## src/rtl/twc_pkg.sv

```systemverilog
package twc_pkg;
  localparam int unsigned WORD_W = 32;
  localparam int unsigned N_MODES = 6;

  // mode flag indices
  localparam int M_MST  = 0;
  localparam int M_SLV  = 1;
  localparam int M_HS   = 2;
  localparam int M_SMB  = 3;
  localparam int M_PEC  = 4;
  localparam int M_FIFO = 5;

  // command word bit positions (software-visible)
  localparam int B_GO       = 0;
  localparam int B_HALT     = 1;
  localparam int B_MST_ON   = 2;
  localparam int B_MST_OFF  = 3;
  localparam int B_SLV_ON   = 4;
  localparam int B_SLV_OFF  = 5;
  localparam int B_QUICK    = 6;
  localparam int B_SRST     = 7;
  localparam int B_HS_ON    = 8;
  localparam int B_HS_OFF   = 9;
  localparam int B_SMB_ON   = 10;
  localparam int B_SMB_OFF  = 11;
  localparam int B_PEC_ON   = 12;
  localparam int B_PEC_OFF  = 13;
  localparam int B_PEC_REQ  = 14;
  localparam int B_BUS_CLR  = 15;
  localparam int B_FLUSH    = 24;
  localparam int B_UNLOCK   = 25;
  localparam int B_FIFO_ON  = 26;
  localparam int B_FIFO_OFF = 27;

  typedef struct packed {
    logic [N_MODES-1:0] en;
    logic [N_MODES-1:0] dis;
    logic go;
    logic halt;
    logic quick;
    logic bus_clr;
    logic pec_req;
    logic flush;
    logic unlock;
    logic srst;
  } cmd_t;
endpackage

```

## src/rtl/twc_decode.sv

```systemverilog
module twc_decode
  import twc_pkg::*;
#(
  parameter int unsigned W = WORD_W
) (
  input  logic         wr_en,
  input  logic [W-1:0] wr_data,
  output cmd_t         cmd
);
  logic unused_bits;
  assign unused_bits = ^{wr_data[23:16], wr_data[W-1:28]};

  always_comb begin
    cmd = '0;
    if (wr_en) begin
      cmd.en[M_MST]   = wr_data[B_MST_ON];
      cmd.dis[M_MST]  = wr_data[B_MST_OFF];
      cmd.en[M_SLV]   = wr_data[B_SLV_ON];
      cmd.dis[M_SLV]  = wr_data[B_SLV_OFF];
      cmd.en[M_HS]    = wr_data[B_HS_ON];
      cmd.dis[M_HS]   = wr_data[B_HS_OFF];
      cmd.en[M_SMB]   = wr_data[B_SMB_ON];
      cmd.dis[M_SMB]  = wr_data[B_SMB_OFF];
      cmd.en[M_PEC]   = wr_data[B_PEC_ON];
      cmd.dis[M_PEC]  = wr_data[B_PEC_OFF];
      cmd.en[M_FIFO]  = wr_data[B_FIFO_ON];
      cmd.dis[M_FIFO] = wr_data[B_FIFO_OFF];
      cmd.go          = wr_data[B_GO];
      cmd.halt        = wr_data[B_HALT];
      cmd.quick       = wr_data[B_QUICK];
      cmd.bus_clr     = wr_data[B_BUS_CLR];
      cmd.pec_req     = wr_data[B_PEC_REQ];
      cmd.flush       = wr_data[B_FLUSH];
      cmd.unlock      = wr_data[B_UNLOCK];
      cmd.srst        = wr_data[B_SRST];
    end
  end
endmodule

```

## src/rtl/twc_mode_flag.sv

```systemverilog
module twc_mode_flag #(
  parameter bit DEFER = 1'b0
) (
  input  logic clk,
  input  logic rst,
  input  logic srst,
  input  logic en_req,
  input  logic dis_req,
  input  logic busy,
  output logic on_o,
  output logic off_evt
);
  logic pend_q;
  logic hold;

  assign hold = DEFER && busy;

  // flag clears on this edge
  always_comb begin
    off_evt = on_o && !srst &&
              (dis_req ? !hold : (!en_req && pend_q && !busy));
  end

  always_ff @(posedge clk) begin
    if (rst || srst) begin
      on_o   <= 1'b0;
      pend_q <= 1'b0;
    end else if (dis_req) begin
      if (hold) begin
        pend_q <= 1'b1;
      end else begin
        on_o   <= 1'b0;
        pend_q <= 1'b0;
      end
    end else if (en_req) begin
      on_o   <= 1'b1;
      pend_q <= 1'b0;
    end else if (pend_q && !busy) begin
      on_o   <= 1'b0;
      pend_q <= 1'b0;
    end
  end

  AST_DIS_WINS: assert property (@(posedge clk) disable iff (rst)
    (dis_req && !hold && !srst) |=> !on_o);
  AST_DEFER_HOLD: assert property (@(posedge clk) disable iff (rst)
    (on_o && pend_q && busy && !srst) |=> on_o);
endmodule

```

## src/rtl/twc_cmd_seq.sv

```systemverilog
module twc_cmd_seq
  import twc_pkg::*;
(
  input  logic clk,
  input  logic rst,
  input  cmd_t cmd,
  input  logic master_on,
  input  logic master_off_evt,
  input  logic rd_mode,
  input  logic mst_busy,
  input  logic byte_done,
  input  logic err_nack,
  input  logic err_mcode,
  input  logic err_tmo,
  output logic locked,
  output logic start_o,
  output logic stop_o,
  output logic quick_o,
  output logic clr_o,
  output logic pecrq_o,
  output logic flush_o,
  output logic srst_o
);
  logic start_pend;
  logic stop_pend;
  logic err_any;
  logic stop_wait;
  logic start_want;

  assign err_any    = err_nack || err_mcode || err_tmo;
  assign stop_wait  = rd_mode && mst_busy;
  assign start_want = cmd.go || start_pend;

  always_ff @(posedge clk) begin
    if (rst || cmd.srst) begin
      locked     <= 1'b0;
      start_pend <= 1'b0;
      stop_pend  <= 1'b0;
      start_o    <= 1'b0;
      stop_o     <= 1'b0;
      quick_o    <= 1'b0;
      clr_o      <= 1'b0;
      pecrq_o    <= 1'b0;
      flush_o    <= 1'b0;
      srst_o     <= !rst && cmd.srst;
    end else begin
      srst_o  <= 1'b0;
      quick_o <= cmd.quick && master_on;
      clr_o   <= cmd.bus_clr && master_on;
      pecrq_o <= cmd.pec_req;
      flush_o <= cmd.flush;

      if (err_any)         locked <= 1'b1;
      else if (cmd.unlock) locked <= 1'b0;

      if (master_off_evt) begin
        start_o    <= 1'b0;
        start_pend <= 1'b0;
      end else if (start_want && master_on && !locked) begin
        start_o    <= 1'b1;
        start_pend <= 1'b0;
      end else begin
        start_o    <= 1'b0;
        start_pend <= start_want;
      end

      stop_o <= (cmd.halt && !stop_wait) || (stop_pend && byte_done);
      if (cmd.halt) stop_pend <= stop_wait;
      else if (byte_done) stop_pend <= 1'b0;
    end
  end

  AST_LOCK_ON_ERR: assert property (@(posedge clk) disable iff (rst)
    (err_any && !cmd.srst) |=> locked);
  AST_START_GATED: assert property (@(posedge clk) disable iff (rst)
    start_o |-> $past(master_on && !locked));
  AST_QUICK_GATED: assert property (@(posedge clk) disable iff (rst)
    (quick_o || clr_o) |-> $past(master_on));
  AST_STOP_WAITS: assert property (@(posedge clk) disable iff (rst)
    (stop_pend && !byte_done && !cmd.halt && !cmd.srst) |=> !stop_o);
  AST_SRST_UNLOCK: assert property (@(posedge clk) disable iff (rst)
    cmd.srst |=> (!locked && !start_o && srst_o));
endmodule

```

## src/rtl/twc_cmd_reg.sv

```systemverilog
module twc_cmd_reg
  import twc_pkg::*;
#(
  parameter int unsigned W = WORD_W
) (
  input  logic         clk,
  input  logic         rst,
  input  logic         wr_en,
  input  logic [W-1:0] wr_data,
  input  logic         mst_busy,
  input  logic         slv_busy,
  input  logic         rd_mode,
  input  logic         byte_done,
  input  logic         err_nack,
  input  logic         err_mcode,
  input  logic         err_tmo,
  output logic         master_on,
  output logic         slave_on,
  output logic         hs_on,
  output logic         smb_on,
  output logic         pec_on,
  output logic         fifo_on,
  output logic         locked,
  output logic         start_pulse,
  output logic         stop_pulse,
  output logic         quick_pulse,
  output logic         bus_clear_pulse,
  output logic         pec_req_pulse,
  output logic         hold_flush_pulse,
  output logic         soft_reset_pulse
);
  cmd_t               cmd;
  logic [N_MODES-1:0] mode_on;
  logic [N_MODES-1:0] off_evt;
  logic [N_MODES-1:0] busy_vec;

  twc_decode #(.W(W)) u_dec (
    .wr_en   (wr_en),
    .wr_data (wr_data),
    .cmd     (cmd)
  );

  always_comb begin
    busy_vec        = '0;
    busy_vec[M_MST] = mst_busy;
    busy_vec[M_SLV] = slv_busy;
  end

  for (genvar i = 0; i < N_MODES; i++) begin : g_mode
    twc_mode_flag #(.DEFER((i == M_MST) || (i == M_SLV))) u_flag (
      .clk     (clk),
      .rst     (rst),
      .srst    (cmd.srst),
      .en_req  (cmd.en[i]),
      .dis_req (cmd.dis[i]),
      .busy    (busy_vec[i]),
      .on_o    (mode_on[i]),
      .off_evt (off_evt[i])
    );
  end

  twc_cmd_seq u_seq (
    .clk            (clk),
    .rst            (rst),
    .cmd            (cmd),
    .master_on      (mode_on[M_MST]),
    .master_off_evt (off_evt[M_MST]),
    .rd_mode        (rd_mode),
    .mst_busy       (mst_busy),
    .byte_done      (byte_done),
    .err_nack       (err_nack),
    .err_mcode      (err_mcode),
    .err_tmo        (err_tmo),
    .locked         (locked),
    .start_o        (start_pulse),
    .stop_o         (stop_pulse),
    .quick_o        (quick_pulse),
    .clr_o          (bus_clear_pulse),
    .pecrq_o        (pec_req_pulse),
    .flush_o        (hold_flush_pulse),
    .srst_o         (soft_reset_pulse)
  );

  assign master_on = mode_on[M_MST];
  assign slave_on  = mode_on[M_SLV];
  assign hs_on     = mode_on[M_HS];
  assign smb_on    = mode_on[M_SMB];
  assign pec_on    = mode_on[M_PEC];
  assign fifo_on   = mode_on[M_FIFO];

  AST_START_NOT_LOCKED: assert property (@(posedge clk) disable iff (rst)
    (locked && !cmd.unlock && !cmd.srst) |=> !start_pulse);
endmodule

```

## config.mk

```make
export PLATFORM = sky130hd
export DESIGN_NAME = twc_cmd_reg
export DESIGN_NICKNAME = d
export VERILOG_FILES = /design/src/rtl/twc_pkg.sv /design/src/rtl/twc_decode.sv /design/src/rtl/twc_mode_flag.sv /design/src/rtl/twc_cmd_seq.sv /design/src/rtl/twc_cmd_reg.sv
export SDC_FILE = /design/constraint.sdc
export NUM_CORES = 1
export LEC_CHECK = 0
export BUFFER_PORTS_ARGS = -buffer_cell sky130_fd_sc_hd__clkbuf_2
export CELL_PAD_IN_SITES_DETAIL_PLACEMENT = 1
export CELL_PAD_IN_SITES_GLOBAL_PLACEMENT = 2
export CORE_AREA = 2 2 64 66
export DETAILED_ROUTE_END_ITERATION = 7
export DIE_AREA = 0 0 66 68
export HOLD_SLACK_MARGIN = 0.03
export PLACE_DENSITY = 0.81
export SETUP_SLACK_MARGIN = 0.5
export SYNTH_ARGS = -nofsm -noshare
export SYNTH_HDL_FRONTEND = slang
export SYNTH_SLANG_ARGS = --single-unit
```

## constraint.sdc

```tcl
create_clock -name clk -period 1.2 [get_ports clk]
set_input_delay 0.24 -clock clk [delete_from_list [all_inputs] [get_ports clk]]
set_output_delay 0.24 -clock clk [all_outputs]
set_load 0.01 [all_outputs]
```

Word-level counts from Yosys, hierarchy flattened
Cells that the tools add are included.

Flip-flop bits (word level): 18. Bits of input ports: 42. Word-level logic and storage cells: 85.

Equality and inequality tests: 2. Multiplexer cells: 25. Bitwise logic cells: 1. Reductions and logical operators: 39.

Operators by type and width (number): $mux 1 (24); $mux 20 (1); $logic_and 1x1->1 (14); $reduce_or 2->1 (6); $logic_not 1->1 (7); $reduce_bool 3->1 (2); $logic_or 1x1->1 (5); $ne 2x2->1 const B (2); $reduce_and 2->1 (2); $reduce_bool 2->1 (2); $reduce_or 3->1 (1); $not 1->1 (1).

Depth between registers and ports, before layout
Depth after elaboration: 7. Depth in mapped cells: 5.

Modules after synthesis
A second synthesis with hierarchy kept.

Cells, all modules: 94. Area total of the unflattened synthesis: 902.1 um2.

Modules (own cells, without submodules): twc_cmd_seq (times used 1, cells each 31, area an instance 336.6 um2); twc_mode_flag at g_mode[0].u_flag ... (times used 2, cells each 12, area an instance 111.4 um2); twc_mode_flag at g_mode[2].u_flag ... (times used 4, cells each 4, area an instance 46.3 um2); twc_decode (times used 1, cells each 22, area an instance 153.9 um2); twc_cmd_reg (times used 1, cells each 1, area an instance 3.8 um2).

Worst setup path after synthesis
Ideal clock, no wire load.

Kind: input -> register. From: input wr_en. To: register g_mode[1].u_flag.pend_q. Arrival: 0.839 ns. Setup slack: 0.243 ns. Stages on the path: 5. Path through: buf_6 buf_6 buf_4 a22oi_1 nor2_1.

Cells in the longest elaborated chain, start to end: 3. Elaborated cells on any way between the ends: 5. Classes of those cells: 3 x mux; 2 x reduce/logical.

RTL lines: from (decl) (RTL line twc_cmd_reg.sv:8) `input logic wr_en,`; $mux 20 (*) (RTL line twc_decode.sv:15) `if (wr_en) begin`; $mux 1 (RTL line twc_mode_flag.sv:35) `end else if (en_req) begin`; $mux 1 (RTL line twc_mode_flag.sv:28) `end else if (dis_req) begin`; to (signal assigned) (RTL line twc_mode_flag.sv:27) `pend_q <= 1'b0;`; to (signal assigned) (RTL line twc_mode_flag.sv:30) `pend_q <= 1'b1;`; to (signal assigned) (RTL line twc_mode_flag.sv:37) `pend_q <= 1'b0;`; to (decl) (RTL line twc_mode_flag.sv:13) `logic pend_q;`.

Mark *: on every way between the ends. The rest lies on a longest branch, timed or not. A chain may end at the register's enable or synchronous reset.

Worst setup path after layout
From: register g_mode[0].u_flag.on_o. To: output master_on.

RTL lines: from (decl) (RTL line twc_mode_flag.sv:10) `output logic on_o,`; from (signal assigned) (RTL line twc_mode_flag.sv:26) `on_o <= 1'b0;`; from (signal assigned) (RTL line twc_mode_flag.sv:32) `on_o <= 1'b0;`; from (signal assigned) (RTL line twc_mode_flag.sv:36) `on_o <= 1'b1;`; to (decl) (RTL line twc_cmd_reg.sv:17) `output logic master_on,`.

No word-level cell between the ends.

==> qor.csv <==
stage,metric,value,unit
hold_path,hp-start,wr_data[9],
logic_synthesis,synth-main-ff-cell,dfxtp_1,
sta,whs,0.1618,ns
die,io-pin-count,56,
critical_path,r2r-end,u_seq.start_o$_SDFF_PP0_,
global_routing,grt_overflow_total,0,
sta,layout_min_cycle_time,0.9546,ns
critical_path,startpoint_type,flip-flop,
critical_path,crit_arrival,0.71,ns
global_routing,grt_pass1_wl,3.353,mm
sta,hold_viol,0,
sta,period_share,0.7955,
cells_and_area,instances_no_fill,174,
route,drtIter0Drc,6,
critical_path,r2r_cells,3,
place,placed_area,996.0,um2
global_routing,grt_max_degree,11,
power_and_ir_drop,intPower,1.057,mW
cells_and_area,final_util,0.3426,
clock_tree,postCtsHoldBufs,0,
critical_path,reg2reg_from,g_mode[0].u_flag.on_o$_SDFFE_PP0P_,
power_and_ir_drop,clock_power_share,0.353,
logic_synthesis,syn-cell-area,700.7,um2
logic_synthesis,netlist-cell-type-count,29,
critical_path,worstSetupEndpointType,output port,
cells_and_area,syn_to_final_growth,88.57,%
route,num_vias,736,
sta,totalNegativeSetupSlack,0,ns
run,cap_violations,0,
critical_path,slowest_stage,dfxtp_4,
clock_tree,root_buffer,clkbuf_8,
place,place_inst,162,
global_routing,grt_use_total,0.1022,
power_and_ir_drop,leakagePower,0.5866,nW
cells_and_area,diodes,0,
hold_path,hp-class,input port to flip-flop,
clock_tree,cts_made_buffers,3,
clock_tree,cts_tree,yes,
die,die_h,68,um
clock_tree,h-tree-depth,1,
cells_and_area,finalInstanceArea,1321,um2
route,wirelength,2.313,mm
route,via_per_inst,4.230,
clock_tree,clk_latency,0.25,ns
cells_and_area,drive_above_1_share,0.7500,
logic_synthesis,synthesis.nets,111,
sta,finalSetupViolCount,0,
critical_path,reg2reg_slack,0.26,ns
sta,maxSlewHeadroom,0.8398,
power_and_ir_drop,switching_share,0.2362,
critical_path,crit_chain,buf_6,
die,core,3856,um2
logic_synthesis,syn_area_per_cell,10.15,um2
clock_tree,cts.clk_slew.worst_paths,0.07,ns
die,die-area,4488,um2
logic_synthesis,synth_seq_area_share,0.5143,
route,dr.pass1.iters,4,
power_and_ir_drop,pwr-share-comb,0.189,
power_and_ir_drop,powerDensity,1047,nW/um2
critical_path,cp.required,0.96,ns
logic_synthesis,synthCells,69,
sta,worst_slew_pin_slew,0.2403,ns
critical_path,crit_fanout,2,
place,hpwl,1.674,mm
cells_and_area,fillers,445,
sta,fin_skew,0.001514,ns
logic_synthesis,async_flop_share,0,
place,place.gp.congestion,0.6157,
clock_tree,cts.sinks,18,
power_and_ir_drop,power.share.sequential,0.458,
critical_path,max_stage_delay,0.35,ns
sta,slew_violations,0,
hold_path,min_path_cells,2,
sta,rsz0062_at_grt,true,
global_routing,grt_antenna_before_repair,0,
power_and_ir_drop,peakVddDrop,0.0002962,V
die,fp-row-count,23,
route,postRouteAntennaNets,0,
clock_tree,cts_buffer_depth,2,
hold_path,hold_end,g_mode[2].u_flag.on_o$_SDFFE_PP0P_,
place,port-buffer-count,43,
status,status,"complete, no violations",
sta,max_freq,1048,MHz
logic_synthesis,ys.warnings.count,0,
critical_path,worstSetupPathType,flip-flop to output port,
global_routing,grt_pass1_vias,765,
route,post-route-drc-count,0,
critical_path,cp_num_buf_inv,1,
power_and_ir_drop,switching_power,0.3268,mW
logic_synthesis,synth-edff-count,0,
cells_and_area,fin_nets,167,
route,wl_per_cell,13.29,um
logic_synthesis,synth_seq_cells,18,
die,initial_utilization,0.1817,
die,die_w,66,um
critical_path,crit_family,flip-flops,
## through the flow
stage          power, mW  setup WS, ns
5_1_grt            1.467        0.2167
3_5_place_dp      0.8229      0.004728
6_report           1.383        0.2454
3_3_place_gp      0.8135       0.04435
4_1_cts            1.365        0.2290
2_1_floorplan     0.7389        0.2571
## cell usage after synthesis (all sizes together) (2+ instances only)
cell	count	area, um2
a21oi	8	51.30
nor2b	2	12.51
buf	4	35.03
dfxtp	18	360.4
and3	3	18.77
and4	2	17.52
a211oi	4	30.03
nor2	4	15.01
nand2	8	32.54
## how the worst max path moves through the flow
stage / startpoint / endpoint / slack, ns / depth (start not counted)
CTS: g_mode[0].u_flag.on_o$_SDFFE_PP0P_ / master_on / 0.23 / 1
floorplan: wr_en / u_seq.start_o$_SDFF_PP0_ / 0.26 / 4
detailed placement: wr_en / g_mode[1].u_flag.on_o$_SDFFE_PP0P_ / 0.005 / 5
global placement: wr_en / u_seq.start_pend$_SDFF_PP0_ / 0.04 / 4
global route: u_seq.locked$_SDFFE_PP0P_ / u_seq.locked$_SDFFE_PP0P_ / 0.22 / 3
finish: g_mode[0].u_flag.on_o$_SDFFE_PP0P_ / master_on / 0.25 / 1
## what timing repair did
action	4_1_cts	5_1_grt
pin swaps	8	3
setup endpoints to repair	29	26
resized for setup	24	38
gates cloned	1	0
hold endpoints to repair	0	0
setup buffers	4	3
## power groups by stage
stage | combinational (mW) | clock, mW | sequential [mW]
2_1_floorplan | 0.0889 | 0 | 0.650
3_3_place_gp | 0.171 | 0 | 0.642
3_5_place_dp | 0.179 | 0 | 0.644
4_1_cts | 0.223 | 0.514 | 0.628
5_1_grt | 0.284 | 0.549 | 0.635
6_report | 0.262 | 0.488 | 0.633
## cell usage in the layout, fill, tap and decap left out, drive strengths merged, types with 2 or more instances in the layout
cell type,instances
a211oi,4
a21oi,8
and3,3
and4,2
buf,25
clkbuf,34
dfxtp,18
nand2,8
nor2,4
nor2b,2
## worst reg2reg max path, delay by kind of cell, from the launching register on
family | cells | cell delay (ns)
and+or+nand+nor | 2 | 0.38
DFF | 1 | 0.36
buffers and inverters | 1 | 0.12
## routing by layer
layer	GRT usage	wire length (um)	vias up
met5	0	0	-
met4	0.04847	40	0
met3	0.02632	127	4
met2	0.2071	1361	23
met1	0.09443	784	350
li1	-	-	359
## kinds of logic (layout without fill, tap and decap cells)
kind of cell           count (synthesis)  count (layout)  share of synthesized area
buffers and inverters                  5              60                    0.05535
AOI/OAI and AO/OA                     21              21                     0.2232
DFF                                   18              18                     0.5143
and+or+nand+nor                       25              25                     0.2072
## state kept, by name, summed over array words and instances, names as in the netlist
register	flops
u_seq.pecrq_o	1
u_seq.clr_o	1
g_mode.u_flag.on_o	6
g_mode.u_flag.pend_q	2
u_seq.flush_o	1
u_seq.stop_pend	1
u_seq.locked	1
u_seq.srst_o	1
u_seq.stop_o	1
u_seq.start_pend	1
u_seq.quick_o	1
u_seq.start_o	1
## final cells by class
class / count / area (um2) / share of cell area
multi-input combinational: 46 / 401.6 / 0.3040
tap: 50 / 62.56 / 0.04735
timing repair buffer: 55 / 420.4 / 0.3182
clock buffer: 4 / 55.05 / 0.04167
inverter: 1 / 3.754 / 0.002841
sequential: 18 / 377.9 / 0.2860
Power figures use the tool's default switching activity.
